### config.mk
export PLATFORM = sky130hd
export DESIGN_NAME = dac_trig_sel
export DESIGN_NICKNAME = d
export VERILOG_FILES = /design/src/rtl/dac_trig_pkg.sv /design/src/rtl/dtrig_sync.sv /design/src/rtl/dtrig_edge.sv /design/src/rtl/dtrig_qual.sv /design/src/rtl/dac_trig_sel.sv
export SDC_FILE = /design/constraint.sdc
export NUM_CORES = 1
export LEC_CHECK = 0
export BUFFER_PORTS_ARGS = -buffer_cell sky130_fd_sc_hd__buf_2
export CAP_MARGIN = 20
export CORE_ASPECT_RATIO = 1.1
export CORE_UTILIZATION = 43
export DETAILED_ROUTE_END_ITERATION = 16
export GPL_TIMING_DRIVEN = 0
export PLACE_DENSITY = 0.71
export SLEW_MARGIN = 10
export SYNTH_ARGS = -nofsm -noshare
export SYNTH_HDL_FRONTEND = slang
export SYNTH_SLANG_ARGS = --single-unit
### constraint.sdc
create_clock -name clk -period 1.6 [get_ports clk]
set_input_delay 0.08 -clock clk [delete_from_list [all_inputs] [get_ports clk]]
set_output_delay 0.08 -clock clk [all_outputs]
set_load 0.02 [all_outputs]
### src/rtl/dac_trig_pkg.sv
package dac_trig_pkg;
  localparam int unsigned MODE_W = 3;

  typedef enum logic [MODE_W-1:0] {
    MD_TMR0   = 3'd0,
    MD_TMR1   = 3'd1,
    MD_TMR2   = 3'd2,
    MD_TMR3   = 3'd3,
    MD_RISE   = 3'd4,
    MD_FALL   = 3'd5,
    MD_ANY    = 3'd6,
    MD_DEMAND = 3'd7
  } upd_mode_e;
endpackage

### src/rtl/dtrig_sync.sv
module dtrig_sync #(
  parameter int unsigned WIDTH  = 8,
  parameter int unsigned STAGES = 2
) (
  input  logic             clk,
  input  logic             rst_n,
  input  logic [WIDTH-1:0] async_i,
  output logic [WIDTH-1:0] sync_o
);
  logic [WIDTH-1:0] stg [STAGES];

  always_ff @(posedge clk or negedge rst_n) begin
    if (!rst_n) stg[0] <= '0;
    else        stg[0] <= async_i;
  end

  for (genvar i = 1; i < STAGES; i++) begin : g_stage
    always_ff @(posedge clk or negedge rst_n) begin
      if (!rst_n) stg[i] <= '0;
      else        stg[i] <= stg[i-1];
    end
  end

  assign sync_o = stg[STAGES-1];
endmodule

### src/rtl/dtrig_edge.sv
module dtrig_edge
  import dac_trig_pkg::*;
#(
  parameter int unsigned N_EXT = 8,
  localparam int unsigned SEL_W = (N_EXT > 1) ? $clog2(N_EXT) : 1
) (
  input  logic              clk,
  input  logic              rst_n,
  input  logic [N_EXT-1:0]  synced_i,
  input  logic [SEL_W-1:0]  sel_i,
  input  logic [MODE_W-1:0] mode_i,
  output logic              rise_o,
  output logic              fall_o
);
  logic              cur;
  logic              hist_q;
  logic [SEL_W-1:0]  sel_q;
  logic [MODE_W-1:0] mode_q;
  logic              cfg_chg;

  assign cur     = synced_i[sel_i];
  assign cfg_chg = (sel_i != sel_q) || (mode_i != mode_q);

  // History always tracks the currently selected line, so a select change
  // reloads it in the same cycle; the edge of that cycle is discarded.
  always_ff @(posedge clk or negedge rst_n) begin
    if (!rst_n) begin
      hist_q <= 1'b0;
      sel_q  <= '0;
      mode_q <= '0;
    end else begin
      hist_q <= cur;
      sel_q  <= sel_i;
      mode_q <= mode_i;
    end
  end

  assign rise_o = !cfg_chg &&  cur && !hist_q;
  assign fall_o = !cfg_chg && !cur &&  hist_q;

  assert_no_edge_on_reselect_R10: assert property (@(posedge clk) disable iff (!rst_n)
    !$stable(sel_i) |-> !(rise_o || fall_o));

  assert_edges_exclusive_R5: assert property (@(posedge clk) disable iff (!rst_n)
    !(rise_o && fall_o));
endmodule

### src/rtl/dtrig_qual.sv
module dtrig_qual
  import dac_trig_pkg::*;
#(
  parameter int unsigned N_TMR = 4
) (
  input  logic              clk,
  input  logic              rst_n,
  input  logic [N_TMR-1:0]  tmr_i,
  input  logic              rise_i,
  input  logic              fall_i,
  input  logic [MODE_W-1:0] mode_i,
  input  logic              inhibit_i,
  input  logic              enable_i,
  input  logic              data_wr_i,
  output logic              upd_o
);
  upd_mode_e md;
  logic      src_hit;
  logic      demand_hit;
  logic      fire;

  assign md = upd_mode_e'(mode_i);

  always_comb begin
    src_hit = 1'b0;
    unique case (md)
      MD_RISE:   src_hit = rise_i;
      MD_FALL:   src_hit = fall_i;
      MD_ANY:    src_hit = rise_i | fall_i;
      MD_DEMAND: src_hit = 1'b0;
      default: begin
        for (int k = 0; k < N_TMR; k++)
          if (mode_i == MODE_W'(k)) src_hit = tmr_i[k];
      end
    endcase
  end

  assign demand_hit = (md == MD_DEMAND) && data_wr_i;
  assign fire       = enable_i && (demand_hit || (!inhibit_i && src_hit));

  always_ff @(posedge clk or negedge rst_n) begin
    if (!rst_n) upd_o <= 1'b0;
    else        upd_o <= fire;
  end

  assert_disabled_silent_R9: assert property (@(posedge clk) disable iff (!rst_n)
    !enable_i |=> !upd_o);

  assert_inhibit_blocks_R8: assert property (@(posedge clk) disable iff (!rst_n)
    (inhibit_i && mode_i != 3'd7) |=> !upd_o);

  assert_demand_fires_R6: assert property (@(posedge clk) disable iff (!rst_n)
    (enable_i && mode_i == 3'd7 && data_wr_i) |=> upd_o);

  assert_timer_passes_R2: assert property (@(posedge clk) disable iff (!rst_n)
    (enable_i && !inhibit_i && mode_i == 3'd0 && tmr_i[0]) |=> upd_o);
endmodule

### src/rtl/dac_trig_sel.sv
module dac_trig_sel #(
  parameter int unsigned N_TMR       = 4,
  parameter int unsigned N_EXT       = 8,
  parameter int unsigned SYNC_STAGES = 2,
  localparam int unsigned SEL_W      = (N_EXT > 1) ? $clog2(N_EXT) : 1
) (
  input  logic             clk,
  input  logic             rst_n,
  input  logic [N_TMR-1:0] tmr_ovf,
  input  logic [N_EXT-1:0] ext_trig,
  input  logic [2:0]       mode,
  input  logic [SEL_W-1:0] ext_sel,
  input  logic             inhibit,
  input  logic             enable,
  input  logic             data_wr,
  output logic             upd_pulse
);
  logic [N_EXT-1:0] ext_sync;
  logic             ext_rise;
  logic             ext_fall;

  dtrig_sync #(.WIDTH(N_EXT), .STAGES(SYNC_STAGES)) u_sync (
    .clk     (clk),
    .rst_n   (rst_n),
    .async_i (ext_trig),
    .sync_o  (ext_sync)
  );

  dtrig_edge #(.N_EXT(N_EXT)) u_edge (
    .clk      (clk),
    .rst_n    (rst_n),
    .synced_i (ext_sync),
    .sel_i    (ext_sel),
    .mode_i   (mode),
    .rise_o   (ext_rise),
    .fall_o   (ext_fall)
  );

  dtrig_qual #(.N_TMR(N_TMR)) u_qual (
    .clk       (clk),
    .rst_n     (rst_n),
    .tmr_i     (tmr_ovf),
    .rise_i    (ext_rise),
    .fall_i    (ext_fall),
    .mode_i    (mode),
    .inhibit_i (inhibit),
    .enable_i  (enable),
    .data_wr_i (data_wr),
    .upd_o     (upd_pulse)
  );

  assert_reset_low_R1: assert property (@(posedge clk)
    !rst_n |=> !upd_pulse);
endmodule

==> flow_results.org <==
** GRT
- Initial antenna violation count :: 0
- Global routing finished with a remaining overflow of 0.
- The number of global-route vias before repair was 489.
- The first global-routing pass estimated 1925 um of wire.
- Largest net degree at the start of global routing :: 25
- In the global route stage, overall resource usage came out at 0.1425.

** Place
- Buffers placed on the I/O ports in this run total 23.
- Once detailed placement completed, the half-perimeter wirelength came to ~840 um.
- Last weighted congestion value of the routability-driven placer :: 0.7260

** Route
- Dividing the detail-routed via count by the number of cells gives 4.655.
- After detailed routing, the number of remaining DRC violations is 2.
- Drt first-iter violations :: 3
- Antenna-violating nets left :: 0
- Post-DR wirelength/cell :: around 12 um
- Summed over all layers, the routed wires come to approximately 1300 um.
- The detailed router placed 512 vias in this run.
- Pre-antenna DRT Iters :: 9

** Worst setup path
- Data arrives at the worst endpoint at between 1500 and 2000 ps.
- The endpoint identified for the worst register-to-register timing path is u_qual.upd_o$_DFF_PN0_.
- Worst R2R Setup Slack :: around 90 ps
- STA classifies the critical path endpoint as a flop.
- In this run the critical register-to-register path is launched from u_sync.sync_o[5]$_DFF_PN0_.
- Required time of the critical path :: 1850 ps
- Counting cells, the worst reg-to-reg path comes to 5.
- Worst Setup Start Kind :: flop
- Class of the most critical setup path :: reg2reg
- In this run the worst path has a maximum fanout of 2.

** Die
- Core region area :: 0.001782 mm2
- Area of the die :: between 0.002 and 0.0025 mm2
- Vertical extent of the die :: about 48 um
- Effective utilization at floorplan :: 0.4607
- Horizontal die dimension :: 43.66 um
- I/O Pins :: 24
- Cell row count :: 16

** STA
- For the pin with the worst max-slew slack, the measured transition is ~510 ps.
- Final worst clock skew :: roughly 2.5 ps
- Crit share post-route :: 0.9432
- The worst path in the final design needs a cycle of 1509 ps, including I/O delays and setup.
- The final count of pins violating max slew is 0.
- Worst slew margin relative to its limit :: 0.6621
- The final hold violation count came to 0.
- Setup violations remaining at the end of the flow were counted as 0.
- Based on the critical path, the design can be clocked at up to around 660 MHz.
- RSZ-0062 raised after global routing :: yes
- Hold is met by ~120 ps.

** Worst hold path
- Worst Hold Endpoint :: u_qual.upd_o$_DFF_PN0_
- Hold Startpoint :: inhibit
- WHS Path Cells :: 5
- The path class of the tightest hold or removal check is in2reg.

** Synthesis
- Nets in the synthesized netlist :: between 70 and 80
- The mapped netlist covers a little over 800 um2.
- Post-synthesis sequential element count :: 24
- Top cell type's share of synthesized area :: 0.7317
- Count of warnings emitted by yosys :: 0
- Mean instance size in the synthesized netlist :: approximately 17 um2
- Proportion of synthesized chip area in sequential cells :: 0.7317
- Ranked by total cell area, the synthesized netlist is headed by sky130_fd_sc_hd__dfrtp_1 (73%), sky130_fd_sc_hd__mux4_1 (6.4%), sky130_fd_sc_hd__xnor2_1 (5.3%).
- Mapped Cells :: about 50
- The synthesized netlist contains 17 unique library cells.
- The synthesized design spends more area on one cell type than any other, namely sky130_fd_sc_hd__dfrtp_1.

** Clocking
- Later-pin clock latency in the skew report :: 300 ps
- TritonCTS clock tree :: built
- CTS built an H-tree with a depth of 1.
- In this run, CTS created clock tree buffers numbering 3.
- After clock tree synthesis, the clock-pin slew on the worst setup and hold paths is approximately 110 ps.
- Root Buffer Master :: sky130_fd_sc_hd__clkbuf_4
- # clock sinks :: 24
- The clock passes through at most 2 buffers.

** Status
- Failing checks :: design-rule violations
- Run status :: finished, violations left

** Layout
- Net total in the final layout :: 116
- Count of antenna diodes in the layout :: 0
- In the final layout, the share of cells above drive strength 1 is 0.3587.
- Compared with the post-synthesis result, the final layout area differs by 40.85%.

** Power and ir drop
- Total power for the finished layout comes to 1.080 mW.
- In this run the power density over the cells is roughly 930 mW/mm2.
- Maximum ir drop on the vdd rail :: 0.0007078 V
- Summed over all cells, the static leakage comes to 0.5420 nW.

** Flow run
- Max-Cap Viols :: 0
flip-flops by register name, summed over array words and instances (netlist names):
signal,flops
u_qual.upd_o,1
u_sync.sync_o,8
u_sync.stg,8
u_edge.hist_q,1
u_edge.sel_q,3
u_edge.mode_q,3
Yosys cell counts:
library cell	instances
sky130_fd_sc_hd__nand2b_1	1
sky130_fd_sc_hd__mux4_2	1
sky130_fd_sc_hd__mux2i_1	1
sky130_fd_sc_hd__nor3_2	1
sky130_fd_sc_hd__dfrtp_1	24
sky130_fd_sc_hd__o311a_1	1
sky130_fd_sc_hd__nand3_1	1
sky130_fd_sc_hd__xor2_1	1
sky130_fd_sc_hd__xnor2_1	5
sky130_fd_sc_hd__inv_1	3
sky130_fd_sc_hd__and3_1	1
sky130_fd_sc_hd__nand2_1	2
sky130_fd_sc_hd__o21ai_0	1
sky130_fd_sc_hd__nand4_1	2
sky130_fd_sc_hd__nor3_1	1
sky130_fd_sc_hd__mux4_1	2
sky130_fd_sc_hd__nor2_1	1
timing repair:
action / in CTS / in global routing
setup endpoints to repair: 1 / 1
setup buffers: 0 / 0
pin swaps: 2 / 2
resized for setup: 0 / 4
hold endpoints to repair: 39 / 0
hold buffers: 16 / 0
cells by family after synthesis:
family / after synthesis / share of synthesized area
multiplexers: 4 / 0.1037
XOR/XNOR: 6 / 0.06402
AND/OR/NAND/NOR: 10 / 0.06859
buffers and inverters: 3 / 0.01372
flip-flops: 24 / 0.7317
AO/OA/AOI/OAI: 2 / 0.01829
worst max-delay path by stage:
| stage | startpoint | endpoint | slack, ps |
|---|---|---|---|
| final | u_sync.sync_o[5]$_DFF_PN0_ | u_qual.upd_o$_DFF_PN0_ | 90 |
| after global routing | u_sync.sync_o[6]$_DFF_PN0_ | u_qual.upd_o$_DFF_PN0_ | -8 |
| after CTS | u_sync.sync_o[1]$_DFF_PN0_ | u_qual.upd_o$_DFF_PN0_ | 10 |
| after detailed placement | u_sync.sync_o[1]$_DFF_PN0_ | u_qual.upd_o$_DFF_PN0_ | 5 |
| after global placement | u_sync.sync_o[4]$_DFF_PN0_ | u_qual.upd_o$_DFF_PN0_ | 40 |
| after floorplan | u_sync.sync_o[1]$_DFF_PN0_ | u_qual.upd_o$_DFF_PN0_ | 110 |
where the power goes:
group,switching [mW],internal [mW]
registers,0.0103,0.639
logic,0.0532,0.0753
clock network,0.164,0.139
total,0.227,0.853
metal layers:
layer,up-vias,part of all wire,track usage
met5,-,0,0
met4,0,0.040,0.1250
li1,253,-,-
met3,6,0.036,0.03774
met1,236,0.40,0.1425
met2,17,0.52,0.2507
cell usage in the layout, fill, tap and decap left out, drive strengths merged:
cell,n
dfrtp,24
buf,23
dlygate4sd3,16
xnor2,5
clkbuf,4
mux4,3
inv,3
nand4,2
nor3,2
nand2,2
mux2i,1
xor2,1
nor2,1
nand3,1
and3,1
nand2b,1
o21ai,1
o311a,1
critical path, cell delays in order (launching register included):
cell	delay [ps]
sky130_fd_sc_hd__dfrtp_1	370
sky130_fd_sc_hd__mux4_2	480
sky130_fd_sc_hd__mux2i_2	210
sky130_fd_sc_hd__inv_1	90
sky130_fd_sc_hd__nor3_2	130
sky130_fd_sc_hd__o311a_1	180
stage by stage:
step / instances / area (um2) / util / worst slack [ps] / TNS [ps]
floorplan: 49 / 820.8 / - / 110.8 / 0
global placement: 90 / 958.4 / 0.5379 / 37.55 / 0
detailed placement: 90 / 958.4 / 0.5379 / 4.826 / 0
CTS: 110 / 1155 / 0.6482 / 13.98 / 0
global route: 110 / 1156 / 0.6489 / -8.473 / -8.473
finish: 110 / 1156 / 0.6489 / 90.80 / 0
area by class of cell:
type,count,area (um2)
Multi-Input combinational cell,22,210.2
Clock buffer,4,36.28
Tap cell,18,22.52
Timing Repair Buffer,39,275.3
Inverter,3,11.26
Fill cell,146,625.6
Sequential cell,24,600.6
Power figures use the tool's default switching activity.
